$ cat config.mk
export PLATFORM = sky130hd
export DESIGN_NAME = seq_mul
export DESIGN_NICKNAME = d
export VERILOG_FILES = /design/src/rtl/seq_mul_pkg.sv /design/src/rtl/seq_mul_addend_sel.sv /design/src/rtl/seq_mul_step_adder.sv /design/src/rtl/seq_mul_seq.sv /design/src/rtl/seq_mul.sv
export SDC_FILE = /design/constraint.sdc
export NUM_CORES = 1
export LEC_CHECK = 0
export BUFFER_PORTS_ARGS = -buffer_cell sky130_fd_sc_hd__buf_2
export CELL_PAD_IN_SITES_DETAIL_PLACEMENT = 2
export CELL_PAD_IN_SITES_GLOBAL_PLACEMENT = 2
export CORE_UTILIZATION = 30
export CTS_CLUSTER_SIZE = 14
export DETAILED_ROUTE_END_ITERATION = 12
export GPL_ROUTABILITY_DRIVEN = 0
export PLACE_DENSITY = 0.68
export SLEW_MARGIN = 25
export SYNTH_ARGS = -nofsm -noshare
export SYNTH_HDL_FRONTEND = slang
export SYNTH_HIERARCHICAL = 1
export SYNTH_SLANG_ARGS = --single-unit
export TNS_END_PERCENT = 5
$ cat constraint.sdc
create_clock -name clk -period 4.3 [get_ports clk]
set_clock_uncertainty 0.1 [all_clocks]
set_input_delay 0.43 -clock clk [delete_from_list [all_inputs] [get_ports clk]]
set_output_delay 0.43 -clock clk [all_outputs]
set_load 0.05 [all_outputs]
$ cat src/rtl/seq_mul_pkg.sv
package seq_mul_pkg;
  typedef enum logic {
    MUL_IDLE = 1'b0,
    MUL_RUN  = 1'b1
  } mul_state_e;

  function automatic int unsigned cnt_width(input int unsigned w);
    return (w < 2) ? 1 : $clog2(w);
  endfunction
endpackage

$ cat src/rtl/seq_mul_addend_sel.sv
module seq_mul_addend_sel #(
  parameter int W = 8
) (
  input  logic [W-1:0] mcand,
  input  logic         pick,
  input  logic         negate,
  input  logic         sgn,
  output logic [W:0]   addend,
  output logic         carry_in
);
  logic [W:0] ext;

  // Widen the multiplicand to W+1 bits: sign-extend for signed, zero-fill otherwise.
  always_comb begin
    ext      = sgn ? {mcand[W-1], mcand} : {1'b0, mcand};
    addend   = '0;
    carry_in = 1'b0;
    if (pick) begin
      addend   = negate ? ~ext : ext;
      carry_in = negate;
    end
  end
endmodule

$ cat src/rtl/seq_mul_step_adder.sv
module seq_mul_step_adder #(
  parameter int W = 8
) (
  input  logic [W-1:0] part,
  input  logic         sgn,
  input  logic [W:0]   addend,
  input  logic         carry_in,
  output logic [W:0]   sum
);
  logic [W:0] part_ext;

  always_comb begin
    part_ext = sgn ? {part[W-1], part} : {1'b0, part};
    sum      = part_ext + addend + {{W{1'b0}}, carry_in};
  end
endmodule

$ cat src/rtl/seq_mul_seq.sv
module seq_mul_seq
  import seq_mul_pkg::*;
#(
  parameter int W = 8
) (
  input  logic clk,
  input  logic rst_n,
  input  logic start,
  output logic load,
  output logic step,
  output logic last,
  output logic done
);
  localparam int CW = cnt_width(W);
  localparam logic [CW-1:0] LAST_CNT = CW'(W - 1);

  mul_state_e   state;
  logic [CW-1:0] cnt;

  assign load = start && (state == MUL_IDLE);
  assign step = (state == MUL_RUN);
  assign last = step && (cnt == LAST_CNT);

  always_ff @(posedge clk or negedge rst_n) begin
    if (!rst_n) begin
      state <= MUL_IDLE;
      cnt   <= '0;
      done  <= 1'b0;
    end else begin
      done <= last;
      if (load) begin
        state <= MUL_RUN;
        cnt   <= '0;
      end else if (step) begin
        cnt <= cnt + 1'b1;
        if (last) state <= MUL_IDLE;
      end
    end
  end

  a_r2_done_single: assert property (@(posedge clk) disable iff (!rst_n)
    done |=> !done);
  a_r2_done_after_last: assert property (@(posedge clk) disable iff (!rst_n)
    last |=> done);
  a_r8_start_ignored_busy: assert property (@(posedge clk) disable iff (!rst_n)
    (step && !last && start) |=> (step && cnt == $past(cnt) + 1'b1));
endmodule

$ cat src/rtl/seq_mul.sv
module seq_mul #(
  parameter int W = 8
) (
  input  logic           clk,
  input  logic           rst_n,
  input  logic           start,
  input  logic [W-1:0]   op_a,
  input  logic [W-1:0]   op_b,
  input  logic           signed_mode,
  output logic [2*W-1:0] product,
  output logic           done
);
  logic         load, step, last;
  logic [W-1:0] p_hi, p_lo, a_q;
  logic         sgn_q;
  logic [W:0]   addend, sum;
  logic         carry_in;

  seq_mul_seq #(.W(W)) u_seq (
    .clk(clk), .rst_n(rst_n), .start(start),
    .load(load), .step(step), .last(last), .done(done)
  );

  // The sign bit of the multiplier is weighted negatively in signed mode.
  seq_mul_addend_sel #(.W(W)) u_sel (
    .mcand(a_q), .pick(p_lo[0]), .negate(sgn_q && last), .sgn(sgn_q),
    .addend(addend), .carry_in(carry_in)
  );

  seq_mul_step_adder #(.W(W)) u_add (
    .part(p_hi), .sgn(sgn_q), .addend(addend), .carry_in(carry_in), .sum(sum)
  );

  always_ff @(posedge clk or negedge rst_n) begin
    if (!rst_n) begin
      p_hi  <= '0;
      p_lo  <= '0;
      a_q   <= '0;
      sgn_q <= 1'b0;
    end else if (load) begin
      p_hi  <= '0;
      p_lo  <= op_b;
      a_q   <= op_a;
      sgn_q <= signed_mode;
    end else if (step) begin
      p_hi <= sum[W:1];
      p_lo <= {sum[0], p_lo[W-1:1]};
    end
  end

  assign product = {p_hi, p_lo};

  a_r9_hold_idle: assert property (@(posedge clk) disable iff (!rst_n)
    (!step && !start) |=> $stable(product));
  a_r1_done_low_idle: assert property (@(posedge clk) disable iff (!rst_n)
    (!step && !$past(step)) |-> !done);
endmodule

Word-level counts from Yosys, hierarchy flattened:

Index checks and enable logic that the tools add are counted.

* bitwise logic cells: 2
* reduce and logical (&&, ||, !) cells: 4
* equal/unequal tests: 1
* multiplexer cells: 14
* add/subtract/negate cells: 3

Operators by type and width (count)
* 9-bit two-way mux: 4
* 8-bit two-way mux: 4
* 9-bit by 1-bit adder with 9-bit output: 1
* 9-bit adder: 1
* 9-bit inverter: 1
* 3-bit two-way mux: 2
* 1-bit two-way mux: 4
* 3-bit by 1-bit adder with 3-bit output, second input constant: 1
* 3-bit equality test, second input constant: 1
* 1-bit logical AND: 3
* 2-bit nonzero test: 1
* 1-bit inverter: 1

* bits of input ports: 20
* flip-flop bits (word level): 30
* word-level logic and storage cells: 31
* output and inout port bits: 17

Logic depth before layout (Yosys ltp):

* depth in word-level cells: 9
* depth in mapped cells: 15

Hierarchy:

The synthesis kept the hierarchy.

Modules (own cells, without submodules)
* seq_mul: area each 1079.8 µm², cells an instance 81, times used 1
* seq_mul_step_adder: area each 356.6 µm², cells an instance 42, times used 1
* seq_mul_seq: area each 211.5 µm², cells an instance 14, times used 1
* seq_mul_addend_sel: area each 165.2 µm², cells an instance 21, times used 1

Least setup slack after synthesis:

Ideal clock, no wire load.

* kind: register to register
* start: register u_seq.cnt[0]
* end: register p_hi[5]
* arrival: 3.245 ns
* cell stages (with the launch flop): 16
* slack: 0.834 ns
* clock period less this slack: 3.466 ns
* path buffers: 1
* library setup time: 0.121 ns
* required time: 4.079 ns
* cells stage by stage: dfrtp_1 -> ha_1 -> ha_1 -> and2_2 -> and2_1 -> buf_6 -> xor2_1 -> and2_1 -> fa_1 -> fa_1 -> a21o_2 -> a21oi_2 -> o21ai_0 -> xor2_1 -> mux2i_1 -> nor2_1

* word-level cells in the longest chain between the ends: 9
* elaborated cells on any way between the ends: 10
* classes of those cells: add/sub (2); eq/ne (1); mux (5); reduce/logical (2)

Ends and longest elaborated chain
* start, declared: line seq_mul_seq.sv:18 `logic [CW-1:0] cnt;`
* start signal, assigned: line seq_mul_seq.sv:35 `cnt <= cnt + 1'b1;`
* 3-bit equality test: line seq_mul_seq.sv:22 `assign last = step && (cnt == LAST_CNT);`
* 1-bit logical AND: line seq_mul_seq.sv:22
* via last: line seq_mul.sv:13 `logic load, step, last;`
* 1-bit logical AND: line seq_mul.sv:26 `.mcand(a_q), .pick(p_lo[0]), .negate(sgn_q && last), .sgn(sgn_q),`
* 9-bit two-way mux: line seq_mul_addend_sel.sv:19 `addend = negate ? ~ext : ext;`
* 9-bit two-way mux: line seq_mul_addend_sel.sv:18 `if (pick) begin`
* via addend[0]: line seq_mul.sv:16 `logic [W:0] addend, sum;`
* 9-bit adder: line seq_mul_step_adder.sv:14 `sum = part_ext + addend + {{W{1'b0}}, carry_in};`
* 9-bit by 1-bit adder with 9-bit output: line seq_mul_step_adder.sv:14
* via sum[6]: line seq_mul.sv:16
* 8-bit two-way mux: line seq_mul.sv:45 `end else if (step) begin`
* 8-bit two-way mux: line seq_mul.sv:40 `end else if (load) begin`
* end signal, assigned: line seq_mul.sv:46 `p_hi <= sum[W:1];`
* end, declared: line seq_mul.sv:14 `logic [W-1:0] p_hi, p_lo, a_q;`

The timed path passes the listed nets, and every way through them passes these cells. The select of a mux whose other input is x is not followed.
A chain may end at the register's enable or synchronous reset.

Worst setup path after layout:

Ends and elaborated chain as after synthesis.

==> flow_metrics.env <==
export IMPL_grt_setup_unrepaired="no"
export IMPL_number_of_library_cell_types_mapped_by_synthesis=35
export IMPL_hpwlAfterDp_um=3374
export IMPL_grt_overflow_total=0
export IMPL_h_tree_depth=2
export IMPL_area_sequential_sq_um=750.7
export IMPL_vias_post_dr=1315
export IMPL_criticalPathCategory="register to register"
export IMPL_maxSlewHeadroom=0.5279
export IMPL_tritoncts_sinks=30
export IMPL_setup_total_negative_slack_ns=0
export IMPL_cp_num_buf_inv=0
export IMPL_cell_type_group_with_the_largest_total_delay_on_the_critical_path="adder cells"
export IMPL_areaGrowthSynthToFinish_pct=16.22
export IMPL_slew_viol_final=0
export IMPL_postRouteAntennaNets=0
export IMPL_synth_warning_count=6
export IMPL_arrival_ns=3.88
export IMPL_synth_edf_count=0
export IMPL_ys_seq_area_frac=0.4141
export IMPL_wl_um=4518
export IMPL_first_pass_grt_wire_length_um=7741
export IMPL_worst_skew_pair_late_latency_ns=0.28
export IMPL_critPathCaptureType="register"
export IMPL_required_worst_endpoint_ns=4.34
export IMPL_met3_wirelength_um=140
export IMPL_die_outline_area_sq_um=6358
export IMPL_row_count=27
export IMPL_route_detailed_vias_per_inst=4.907
export IMPL_synth_most_common_cell="dfrtp_1"
export IMPL_die_height_um=79.74
export IMPL_ctsResizeCount=0
export IMPL_final_layout_size_suffix_gt1_frac=0.3316
export IMPL_post_route_drc_count=0
export IMPL_postSynthRegisterBits=30
export IMPL_buffers_inserted_by_post_cts_timing_repair=0
export IMPL_multi_input_comb_area_sq_um=983.4
export IMPL_num_antenna_cells=0
export IMPL_critical_path_max_stage_delay_ns=0.49
export IMPL_synthTopCellsByArea="dfrtp_1 41%, mux2i_1 9.4%, mux2_4 6.6%"
export IMPL_postSynth_asyncResetShare=1.000
export IMPL_most_numerous_cell_types_in_the_synthesized_netlist="30 x dfrtp_1, 17 x mux2i_1, 14 x nand2_1, 11 x xor2_1"
export IMPL_maxClockFrequency_ghz=0.2608
export IMPL_drt_iter0_drc=12
export IMPL_finalSetupViolCount=0
export IMPL_antenna_found_initial=0
export IMPL_min_delay_path_class="primary input to asynchronous set/reset pin"
export IMPL_nFillCells=630
export IMPL_cts_hold_repair_buffers=0
export IMPL_min_period_over_period=0.8918
export IMPL_design_final_nets=226
export IMPL_synthesis_instances=158
export IMPL_numCtsBuffers=5
export IMPL_initial_util=0.3194
export IMPL_wl_met1_um=2028
export IMPL_die_w_um=79.74
export IMPL_global_route_usage_total=0.1603
export IMPL_avgRoutedWirePerCell_um=16.86
export IMPL_synth_top_cell_area_share=0.4141
export IMPL_grt_start_max_net_pins=34
export IMPL_worstPathMaxFanout=10
export IMPL_category_of_the_worst_setup_path_launch_point="register"
export IMPL_final_min_clock_period_ns=3.835
export IMPL_first_global_vias=1531
export IMPL_syn_cell_area_sq_um=1813
export IMPL_path_clk_slew_ns=0.07
export IMPL_place_port_buffers=36
export IMPL_status="finished, final reports clean"
export IMPL_synth_area_per_cell_sq_um=11.47
export IMPL_cell_chosen_for_the_clock_root="clkbuf_8"
export IMPL_worstMarginPinSlew_ns=0.7082
export IMPL_synth_main_ff_cell="dfrtp_1"
export IMPL_met2RoutedLength_um=2302
export IMPL_synth_top_area_cell="dfrtp_1"
export IMPL_cap_violations=0
export IMPL_drt_first_pass_iters=3
export IMPL_cts_buffer_depth=2
export IMPL_crit_path_cell_trace="ha_1 -> ha_1 -> and2_2 -> and2_1 -> xor2_1 -> and2_1 -> fa_1 -> fa_1 -> a21o_2 -> a21oi_2 -> o21ai_0 -> xor2_1 -> mux2i_1 -> nor2_1"
export IMPL_timing_hold_violations_final=0
export IMPL_core_area_sq_um=5675
export IMPL_postSynthNetCount=189
export IMPL_highest_layer="met4"
export IMPL_worst_path_max_delay_cell="fa_1"
export IMPL_ioPinCount=37
export IMPL_cts_tree="yes"
## cell usage in the layout, fill, tap and decap left out
master and n:
nand3_1 1, nor2b_1 2, mux2_2 3, and2b_2 1
fa_1 2, buf_2 36, nand2_1 14, inv_1 1
clkbuf_1 1, a21oi_2 1, xor2_1 11, o31ai_2 1
dfrtp_1 30, buf_4 1, clkinv_2 1, a22o_2 2
xnor2_1 4, nor2_2 1, mux2_4 8, a21o_2 1
a211oi_2 1, o21a_1 1, o21ai_0 8, o21bai_1 1
a221oi_1 1, nor3_1 2, o21ai_1 2, ha_1 9
mux2i_1 17, a21o_1 1, nor2_1 9, and2_1 9
and2_4 1, and2_2 1, a21oi_1 4, clkbuf_8 6
and4b_1 1
## metrics by stage
stage | instances | setup WS, ns | hold WS, ns | area (sq um) | util
6_report | 268 | 0.4652 | 0.09515 | 2107 | 0.3713
5_1_grt | 268 | 0.1999 | 0.1479 | 2107 | 0.3713
4_1_cts | 268 | 0.4431 | 0.1264 | 2107 | 0.3713
3_5_place_dp | 260 | 0.4541 | 0.3992 | 2016 | 0.3552
3_3_place_gp | 260 | 0.5880 | 0.3839 | 2016 | 0.3552
2_1_floorplan | 158 | 0.8336 | 0.03441 | 1813 | -
## flip-flops by register name, indices dropped and copies added, names as in the netlist
register	cells
a_q	8
p_hi	8
u_seq/cnt	3
u_seq/done	1
u_seq/step	1
p_lo	8
sgn_q	1
## logic make-up (layout without fill, tap and decap cells)
kind of cell               after synthesis  count (layout)  synth area share
AOI/OAI and AO/OA                       24              24           0.09041
DFF                                     30              30            0.4141
xor gates and xnor gates                15              15           0.07246
muxes                                   28              28            0.1787
adders and majority gates               11              11           0.08420
and+or+nand+nor                         42              42            0.1166
buffers and inverters                    8              46           0.04348
## worst paths after layout
path | from | endpoint | slack (ns) | depth (start not counted)
max in group asynchronous | rst_n | p_hi[4] | 3.55 | 1
min in group clk | op_b[1] | p_lo[1] | 0.26 | 3
setup reg to reg | u_seq/cnt[0] | p_hi[5] | 0.47 | 14
setup / recovery | u_seq/cnt[0] | p_hi[5] | 0.47 | 14
hold reg to reg | u_seq/cnt[1] | u_seq/cnt[1] | 0.43 | 1
hold / removal | rst_n | p_lo[0] | 0.1 | 1
## area by class of cell
class                   instances  share of cell area
clock buffers                   7             0.04097
multi-input cells             120              0.4667
flip-flops and latches         30              0.3563
clock inverters                 1            0.002375
repair buffers                 37             0.08907
inverters                       1            0.001781
well taps                      72             0.04276
## layer usage
| layer | up-vias | GRT usage |
|---|---|---|
| li1 | 616 | - |
| met1 | 671 | 0.1930 |
| met2 | 21 | 0.2872 |
| met3 | 7 | 0.03314 |
| met4 | 0 | 0.04286 |
| met5 | - | 0 |
Power is not shown: default switching activity piles up to over one toggle a cycle in this logic, so the estimate is an artifact.
